**src/rtl/fcs_pkg.sv**
```systemverilog
`timescale 1ns/1ps
package fcs_pkg;

  typedef enum logic [1:0] {
    ENG_IDLE    = 2'd0,
    ENG_PREPROG = 2'd1,
    ENG_ERASE   = 2'd2
  } eng_state_e;

  // which of the two unlock addresses a cycle uses
  typedef enum logic {
    UNL_FIRST  = 1'b0,
    UNL_SECOND = 1'b1
  } unl_sel_e;

  typedef struct packed {
    unl_sel_e   sel;
    logic [7:0] code;
  } seq_step_t;

  localparam int unsigned SEQ_LEN = 6;
  localparam int unsigned STEP_W  = $clog2(SEQ_LEN);

  localparam logic [11:0] WORD_FIRST  = 12'h555;
  localparam logic [11:0] WORD_SECOND = 12'h2AA;
  localparam logic [11:0] BYTE_FIRST  = 12'hAAA;
  localparam logic [11:0] BYTE_SECOND = 12'h555;

  function automatic seq_step_t step_expect(input logic [STEP_W-1:0] idx);
    seq_step_t s;
    case (idx)
      3'd0:    s = '{sel: UNL_FIRST,  code: 8'hAA};
      3'd1:    s = '{sel: UNL_SECOND, code: 8'h55};
      3'd2:    s = '{sel: UNL_FIRST,  code: 8'h80};
      3'd3:    s = '{sel: UNL_FIRST,  code: 8'hAA};
      3'd4:    s = '{sel: UNL_SECOND, code: 8'h55};
      default: s = '{sel: UNL_FIRST,  code: 8'h10};
    endcase
    return s;
  endfunction

  // image loaded into the array model by reset
  function automatic logic [15:0] image_word(input int unsigned idx);
    logic [31:0] prod;
    prod = idx * 32'h1357;
    return prod[15:0] ^ 16'hA5A5;
  endfunction

endpackage

```
**src/rtl/fcs_seq_match.sv**
```systemverilog
`timescale 1ns/1ps
module fcs_seq_match
  import fcs_pkg::*;
#(
  parameter int unsigned ADDR_W = 16
) (
  input  logic              clk,
  input  logic              rst_n,
  input  logic              byte_mode,
  input  logic              wr_en,
  input  logic [ADDR_W-1:0] wr_addr,
  input  logic [7:0]        wr_code,
  input  logic              busy,
  output logic              start
);

  localparam logic [STEP_W-1:0] LAST_STEP = STEP_W'(SEQ_LEN - 1);

  logic [STEP_W-1:0] step_q, step_d;
  seq_step_t         exp_cur, exp_head;
  logic              accept, hit_cur, hit_head;

  function automatic logic [ADDR_W-1:0] addr_of(input unl_sel_e sel, input logic bm);
    logic [11:0] a;
    if (bm) a = (sel == UNL_FIRST) ? BYTE_FIRST : BYTE_SECOND;
    else    a = (sel == UNL_FIRST) ? WORD_FIRST : WORD_SECOND;
    return ADDR_W'(a);
  endfunction

  always_comb begin
    exp_cur  = step_expect(step_q);
    exp_head = step_expect('0);
    accept   = wr_en && !busy;
    hit_cur  = (wr_addr == addr_of(exp_cur.sel, byte_mode)) && (wr_code == exp_cur.code);
    hit_head = (wr_addr == addr_of(exp_head.sel, byte_mode)) && (wr_code == exp_head.code);
    start    = accept && hit_cur && (step_q == LAST_STEP);
    step_d   = step_q;
    if (accept) begin
      if (hit_cur)       step_d = (step_q == LAST_STEP) ? '0 : step_q + 1'b1;
      else if (hit_head) step_d = STEP_W'(1);
      else               step_d = '0;
    end
  end

  always_ff @(posedge clk or negedge rst_n) begin
    if (!rst_n) step_q <= '0;
    else        step_q <= step_d;
  end

  // sequence position stays parked while the engine runs
  p_step_parked_busy_r4: assert property (@(posedge clk) disable iff (!rst_n)
    busy |-> (step_q == '0));

endmodule

```
**src/rtl/fcs_erase_engine.sv**
```systemverilog
`timescale 1ns/1ps
module fcs_erase_engine
  import fcs_pkg::*;
#(
  parameter int unsigned DEPTH        = 16,
  parameter int unsigned ERASE_CYCLES = 40
) (
  input  logic                     clk,
  input  logic                     rst_n,
  input  logic                     start,
  output logic                     busy,
  output logic                     pp_we,
  output logic [$clog2(DEPTH)-1:0] pp_idx,
  output logic                     wipe
);

  localparam int unsigned IDX_W  = $clog2(DEPTH);
  localparam int unsigned CNT_MX = (DEPTH > ERASE_CYCLES) ? DEPTH : ERASE_CYCLES;
  localparam int unsigned CNT_W  = $clog2(CNT_MX + 1);
  localparam logic [CNT_W-1:0] PP_LAST = CNT_W'(DEPTH - 1);
  localparam logic [CNT_W-1:0] ER_LAST = CNT_W'(ERASE_CYCLES - 1);

  eng_state_e       state_q;
  logic [CNT_W-1:0] cnt_q;

  always_ff @(posedge clk or negedge rst_n) begin
    if (!rst_n) begin
      state_q <= ENG_IDLE;
      cnt_q   <= '0;
    end else begin
      case (state_q)
        ENG_IDLE: if (start) begin
          state_q <= ENG_PREPROG;
          cnt_q   <= '0;
        end
        ENG_PREPROG: if (cnt_q == PP_LAST) begin
          state_q <= ENG_ERASE;
          cnt_q   <= '0;
        end else cnt_q <= cnt_q + 1'b1;
        ENG_ERASE: if (cnt_q == ER_LAST) begin
          state_q <= ENG_IDLE;
          cnt_q   <= '0;
        end else cnt_q <= cnt_q + 1'b1;
        default: begin
          state_q <= ENG_IDLE;
          cnt_q   <= '0;
        end
      endcase
    end
  end

  always_comb begin
    busy   = (state_q != ENG_IDLE);
    pp_we  = (state_q == ENG_PREPROG);
    pp_idx = cnt_q[IDX_W-1:0];
    wipe   = (state_q == ENG_ERASE) && (cnt_q == ER_LAST);
  end

  // busy only rises after a completed command
  p_rise_after_start_r1: assert property (@(posedge clk) disable iff (!rst_n)
    $rose(busy) |-> $past(start));

  // the erase phase is entered only from the zeroing phase
  p_erase_after_preprog_r5: assert property (@(posedge clk) disable iff (!rst_n)
    (state_q == ENG_ERASE && $past(state_q) != ENG_ERASE) |-> $past(state_q) == ENG_PREPROG);

endmodule

```
**src/rtl/fcs_array.sv**
```systemverilog
`timescale 1ns/1ps
module fcs_array
  import fcs_pkg::*;
#(
  parameter int unsigned DEPTH = 16
) (
  input  logic                     clk,
  input  logic                     rst_n,
  input  logic                     pp_we,
  input  logic [$clog2(DEPTH)-1:0] pp_idx,
  input  logic                     wipe,
  input  logic                     start,
  input  logic                     busy,
  input  logic                     rd_en,
  input  logic [$clog2(DEPTH)-1:0] rd_addr,
  output logic                     rd_valid,
  output logic [15:0]              rd_data
);

  localparam int unsigned IDX_W = $clog2(DEPTH);

  logic [DEPTH-1:0][15:0] mem;
  logic                   tog_q;
  logic                   sts_q;

  for (genvar g = 0; g < DEPTH; g++) begin : g_word
    logic [15:0] word_q;
    always_ff @(posedge clk or negedge rst_n) begin
      if (!rst_n)                                  word_q <= image_word(g);
      else if (wipe)                               word_q <= 16'hFFFF;
      else if (pp_we && pp_idx == IDX_W'(g))       word_q <= 16'h0000;
    end
    assign mem[g] = word_q;
  end

  always_ff @(posedge clk or negedge rst_n) begin
    if (!rst_n) begin
      rd_valid <= 1'b0;
      rd_data  <= '0;
      tog_q    <= 1'b0;
      sts_q    <= 1'b0;
    end else begin
      rd_valid <= rd_en;
      if (start) tog_q <= 1'b0;
      if (rd_en) begin
        if (busy) begin
          rd_data <= {8'h00, 1'b0, tog_q, 3'b000, tog_q, 2'b00};
          tog_q   <= ~tog_q;
          sts_q   <= 1'b1;
        end else begin
          rd_data <= mem[rd_addr];
          sts_q   <= 1'b0;
        end
      end
    end
  end

  // back-to-back status reads invert the toggle bit
  p_status_toggle_r8: assert property (@(posedge clk) disable iff (!rst_n)
    (rd_valid && sts_q && $past(rd_valid && sts_q)) |-> (rd_data[6] != $past(rd_data[6])));

  // the final erase step leaves the words erased
  p_wipe_all_ones_r6: assert property (@(posedge clk) disable iff (!rst_n)
    wipe |=> (mem[0] == 16'hFFFF && mem[DEPTH-1] == 16'hFFFF));

endmodule

```
**src/rtl/flash_cmd_decoder.sv**
```systemverilog
`timescale 1ns/1ps
module flash_cmd_decoder
  import fcs_pkg::*;
#(
  parameter int unsigned ADDR_W       = 16,
  parameter int unsigned DEPTH        = 16,
  parameter int unsigned ERASE_CYCLES = 40
) (
  input  logic                     clk,
  input  logic                     rst_n,
  input  logic                     byte_mode,
  input  logic                     wr_en,
  input  logic [ADDR_W-1:0]        wr_addr,
  input  logic [15:0]              wr_data,
  input  logic                     rd_en,
  input  logic [$clog2(DEPTH)-1:0] rd_addr,
  output logic                     rd_valid,
  output logic [15:0]              rd_data,
  output logic                     busy
);

  localparam int unsigned IDX_W = $clog2(DEPTH);

  logic             start;
  logic             pp_we;
  logic [IDX_W-1:0] pp_idx;
  logic             wipe;
  logic             unused_hi;

  assign unused_hi = ^wr_data[15:8];

  fcs_seq_match #(.ADDR_W(ADDR_W)) u_match (
    .clk       (clk),
    .rst_n     (rst_n),
    .byte_mode (byte_mode),
    .wr_en     (wr_en),
    .wr_addr   (wr_addr),
    .wr_code   (wr_data[7:0]),
    .busy      (busy),
    .start     (start)
  );

  fcs_erase_engine #(.DEPTH(DEPTH), .ERASE_CYCLES(ERASE_CYCLES)) u_engine (
    .clk    (clk),
    .rst_n  (rst_n),
    .start  (start),
    .busy   (busy),
    .pp_we  (pp_we),
    .pp_idx (pp_idx),
    .wipe   (wipe)
  );

  fcs_array #(.DEPTH(DEPTH)) u_array (
    .clk      (clk),
    .rst_n    (rst_n),
    .pp_we    (pp_we),
    .pp_idx   (pp_idx),
    .wipe     (wipe),
    .start    (start),
    .busy     (busy),
    .rd_en    (rd_en),
    .rd_addr  (rd_addr),
    .rd_valid (rd_valid),
    .rd_data  (rd_data)
  );

  // every read is answered on the next cycle
  p_read_valid_r7: assert property (@(posedge clk) disable iff (!rst_n)
    rd_en |=> rd_valid);

endmodule

```
**config.mk**
```make
export PLATFORM = sky130hd
export DESIGN_NAME = flash_cmd_decoder
export DESIGN_NICKNAME = d
export VERILOG_FILES = /design/src/rtl/fcs_pkg.sv /design/src/rtl/fcs_seq_match.sv /design/src/rtl/fcs_erase_engine.sv /design/src/rtl/fcs_array.sv /design/src/rtl/flash_cmd_decoder.sv
export SDC_FILE = /design/constraint.sdc
export NUM_CORES = 1
export LEC_CHECK = 0
export BUFFER_PORTS_ARGS = -buffer_cell sky130_fd_sc_hd__clkbuf_2
export CORE_ASPECT_RATIO = 2
export CORE_MARGIN = 4
export CORE_UTILIZATION = 58
export CTS_CLUSTER_DIAMETER = 60
export CTS_CLUSTER_SIZE = 16
export DETAILED_ROUTE_END_ITERATION = 10
export GPL_ROUTABILITY_DRIVEN = 0
export PLACE_DENSITY = 0.78
export RECOVER_POWER = 25
export SLEW_MARGIN = 0
export SYNTH_ARGS = -nofsm -noshare
export SYNTH_HDL_FRONTEND = slang
export SYNTH_SLANG_ARGS = --single-unit
```
**constraint.sdc**
```tcl
create_clock -name clk -period 3 [get_ports clk]
set_input_delay 0.3 -clock clk [delete_from_list [all_inputs] [get_ports clk]]
set_output_delay 0.3 -clock clk [all_outputs]
set_load 0.03 [all_outputs]
```
==> flow_results.xml <==
<?xml version="1.0" encoding="UTF-8"?>
<metrics>
  <group name="clock_network">
    <metric name="max-clock-path-buffers" unit="">2</metric>
    <metric name="cts_num_sinks" unit="">61</metric>
    <metric name="cts_setup_buffers" unit="">0</metric>
    <metric name="ctsHoldBuffers" unit="">0</metric>
    <metric name="htree_num_levels" unit="">3</metric>
    <metric name="root_buffer" unit="">sky130_fd_sc_hd__clkbuf_16</metric>
    <metric name="cts-buffers-inserted" unit="">9</metric>
    <metric name="clock_pin_slew_worst_setup_and_hold_paths" unit="ns">0.05</metric>
    <metric name="clk-insertion-delay-late" unit="ns">0.33</metric>
    <metric name="tritoncts" unit="">yes</metric>
    <metric name="cts-resized-gates" unit="">0</metric>
  </group>
  <group name="layout">
    <metric name="area.sequential" unit="sq mm">0.00155</metric>
    <metric name="layout.core_utilization" unit="%">68.1</metric>
    <metric name="layout_common_cells" unit="">59 x sky130_fd_sc_hd__nand2_1, 49 x sky130_fd_sc_hd__clkbuf_2, 45 x sky130_fd_sc_hd__dfrtp_1</metric>
    <metric name="drive_gt1_share" unit="%">22.0</metric>
    <metric name="flow.area_growth_from_synthesis" unit="%">15.2</metric>
    <metric name="nFillCells" unit="">594</metric>
    <metric name="net_total_in_the_final_layout" unit="">554</metric>
    <metric name="layout_commonest_cell" unit="">sky130_fd_sc_hd__nand2_1</metric>
    <metric name="multiInputGateArea" unit="sq mm">0.00236</metric>
    <metric name="antenna_cells_inserted" unit="">0</metric>
  </group>
  <group name="yosys">
    <metric name="synth_warnings" unit="">0</metric>
    <metric name="post_synth.cell_area_avg" unit="sq um">8.89</metric>
    <metric name="yosysSeqAreaShare" unit="%">38.0</metric>
    <metric name="ys_seq_elements" unit="">61</metric>
    <metric name="post_synth_inst_count" unit="">458</metric>
    <metric name="netlist-cell-type-count" unit="">70</metric>
    <metric name="synth_area" unit="sq mm">0.00407</metric>
    <metric name="synth_async_sr_flop_share" unit="%">100</metric>
    <metric name="postSynthNetCount" unit="">509</metric>
    <metric name="ys_dominant_reg_cell" unit="">sky130_fd_sc_hd__dfrtp_1</metric>
    <metric name="synth-edff-count" unit="">0</metric>
  </group>
  <group name="floorplanning">
    <metric name="die_w" unit="um">67.2</metric>
    <metric name="num_rows" unit="">43</metric>
    <metric name="die_y" unit="um">126</metric>
    <metric name="coreArea" unit="sq mm">0.00689</metric>
    <metric name="io_pins" unit="">59</metric>
    <metric name="dieArea" unit="sq mm">0.00851</metric>
    <metric name="start_util" unit="%">59.1</metric>
  </group>
  <group name="sta">
    <metric name="timing.final.crit_period" unit="ns">2.80</metric>
    <metric name="timing.final.crit_share" unit="%">93.5</metric>
    <metric name="rsz0062_at_grt" unit="">no</metric>
    <metric name="final_hold_viol_count" unit="">0</metric>
    <metric name="tns" unit="ns">0</metric>
    <metric name="final-max-slew-violation-count" unit="">0</metric>
    <metric name="timing.fmax" unit="GHz">0.357</metric>
    <metric name="maxSlewHeadroom" unit="%">11.3</metric>
    <metric name="postLayoutSetupSlackWorst" unit="ns">0.196</metric>
    <metric name="final-setup-viol-count" unit="">0</metric>
    <metric name="clock-skew-final" unit="ns">0.00872</metric>
    <metric name="worst-slew-pin-transition" unit="ns">1.33</metric>
  </group>
  <group name="power_and_ir_drop">
    <metric name="power_frac_clock" unit="%">46.7</metric>
    <metric name="cellLeakagePower" unit="nW">2.26</metric>
    <metric name="switching_share" unit="%">25.6</metric>
    <metric name="fin_total_pwr" unit="mW">2.17</metric>
    <metric name="sequential_power_share" unit="%">40.8</metric>
    <metric name="power.combinational.fraction" unit="%">12.6</metric>
    <metric name="power.internal" unit="mW">1.61</metric>
    <metric name="power.ir.vdd_worst" unit="V">0.000297</metric>
    <metric name="power.density_cell_area" unit="mW/mm^2">463</metric>
    <metric name="switchingPower" unit="mW">0.555</metric>
  </group>
  <group name="route">
    <metric name="detailroute.via_count" unit="">3845</metric>
    <metric name="drt_wl_total" unit="um">11100</metric>
    <metric name="route.detailed.vias_per_inst" unit="">6.43</metric>
    <metric name="drt_pass1_iterations" unit="">10</metric>
    <metric name="initialDrtViolationCount" unit="">352</metric>
    <metric name="wl_per_cell" unit="um">18.6</metric>
    <metric name="drt_drc_violations_left" unit="">1</metric>
    <metric name="route.antenna.remaining_nets" unit="">0</metric>
  </group>
  <group name="place">
    <metric name="dp.final_hpwl" unit="um">8400</metric>
    <metric name="pre_cts_slack" unit="ns">0.294</metric>
    <metric name="io_buffers" unit="">50</metric>
  </group>
  <group name="worst_setup_path">
    <metric name="critical_path_required" unit="ns">3.19</metric>
    <metric name="criticalPathCategory" unit="">reg -&gt; reg</metric>
    <metric name="timing.critical_path.to_type" unit="">register</metric>
    <metric name="critical_path_arrival" unit="ns">2.99</metric>
    <metric name="start_kind" unit="">register</metric>
    <metric name="critical_path.max_fanout" unit="">11</metric>
  </group>
  <group name="outcome">
    <metric name="failed_checks" unit="">DRC</metric>
    <metric name="outcome" unit="">complete, but fails checks</metric>
  </group>
  <group name="global_route">
    <metric name="grt_pass1_vias" unit="">3958</metric>
    <metric name="grt_pass1_wl" unit="um">19100</metric>
    <metric name="maximum_number_of_pins_on_one_net_before_global_route_repair" unit="">42</metric>
    <metric name="antenna_violations_before_repair" unit="">0</metric>
    <metric name="grt_usage" unit="%">29.7</metric>
    <metric name="grt-ovfl-total" unit="">0</metric>
  </group>
  <group name="worst_hold_path">
    <metric name="worstHoldPathType" unit="">in -&gt; async</metric>
  </group>
  <group name="job">
    <metric name="cap_viol_max_count" unit="">0</metric>
  </group>
</metrics>
final timing paths:
path                       cells after the start  slack, ns                                 startpoint                                        end
min in group clk                               5       0.41                                wr_addr[14]              u_match.step_q[0]$_DFFE_PN0P_
hold / removal                                 1       0.25                                      rst_n             u_array.rd_data[8]$_DFFE_PN0P_
setup / recovery                               7       0.20              u_match.step_q[0]$_DFFE_PN0P_                    u_array.tog_q$_DFF_PN0_
max in group asynchronous                      2       1.20                                      rst_n  u_array.g_word[14].word_q[14]$_DFFE_PN0P_
setup reg to reg                               7       0.20              u_match.step_q[0]$_DFFE_PN0P_                    u_array.tog_q$_DFF_PN0_
hold reg to reg                                1       0.47  u_array.g_word[10].word_q[12]$_DFFE_PN0P_  u_array.g_word[10].word_q[12]$_DFFE_PN0P_
registers in the layout (all words and copies together) (netlist names):
| register | flops |
|---|---|
| u_match.step_q | 3 |
| u_engine.cnt_q | 6 |
| u_array.rd_valid | 1 |
| u_array.tog_q | 1 |
| u_array.g_word.word_q | 32 |
| u_array.rd_data | 16 |
| u_engine.state_q | 2 |
Yosys cell counts (all sizes together), types with 8 or more instances:
| master | count | area share [%] |
|---|---|---|
| a21o | 44 | 8.1 |
| a21oi | 36 | 4.4 |
| clkbuf | 19 | 1.8 |
| dfrtp | 45 | 28 |
| dfstp | 16 | 10 |
| ha | 10 | 3.1 |
| inv | 13 | 1.2 |
| nand2 | 59 | 5.4 |
| nand2b | 17 | 2.7 |
| nor2 | 21 | 2.0 |
| nor2b | 13 | 2.2 |
| o21ai | 41 | 5.0 |
| o311ai | 8 | 2.1 |
kinds of logic (layout without fill, tap and decap cells):
| family | after synthesis | count (layout) | synth area share (%) |
|---|---|---|---|
| mux | 13 | 13 | 4.64 |
| compound gates | 168 | 168 | 28.1 |
| fa+ha+maj | 11 | 11 | 3.35 |
| simple gates | 161 | 161 | 21.1 |
| buf+inv | 41 | 91 | 4.21 |
| xor+xnor | 3 | 3 | 0.645 |
| flops | 61 | 61 | 38.0 |
critical path, stage by stage (launching register included):
cell and delay (ns):
sky130_fd_sc_hd__dfrtp_1 0.47, sky130_fd_sc_hd__and2_2 0.22, sky130_fd_sc_hd__ha_1 0.22, sky130_fd_sc_hd__maj3_2 0.34, sky130_fd_sc_hd__a221o_1 0.39, sky130_fd_sc_hd__or2_1 0.40
sky130_fd_sc_hd__nor4_1 0.48, sky130_fd_sc_hd__o32ai_1 0.14
routing by layer:
metal / wire, um / GRT usage (%)
met5: 0 / 0
met1: 3570 / 28.8
met2: 5830 / 49.4
met4: 1020 / 24.6
met3: 722 / 8.59
final cells by class:
type                            instances  share of cell area [%]
Sequential cell                        61                    33.0
Timing Repair Buffer                   60                    6.83
Multi-Input combinational cell        356                    50.3
Inverter                               15                    1.20
Clock buffer                           12                    5.26
Clock inverter                          4                    1.01
Tap cell                               90                    2.40
power by group through the flow:
| stage | registers, mW | clock network [mW] | logic [mW] |
|---|---|---|---|
| floorplan | 0.964 | 0 | 0.103 |
| CTS | 0.884 | 1.02 | 0.276 |
| global placement | 0.895 | 0 | 0.271 |
| global route | 0.888 | 1.05 | 0.302 |
| finish | 0.884 | 1.01 | 0.273 |
| detailed placement | 0.897 | 0 | 0.275 |
through the flow:
step	hold WS [ns]	instance area [sq um]	std cells
2_1_floorplan	0.00441	4070	458
3_3_place_gp	0.344	4410	582
3_5_place_dp	0.359	4410	582
4_1_cts	0.0116	4710	598
5_1_grt	0.392	4690	598
6_report	0.254	4690	598
(Power assumes the default switching activity.)
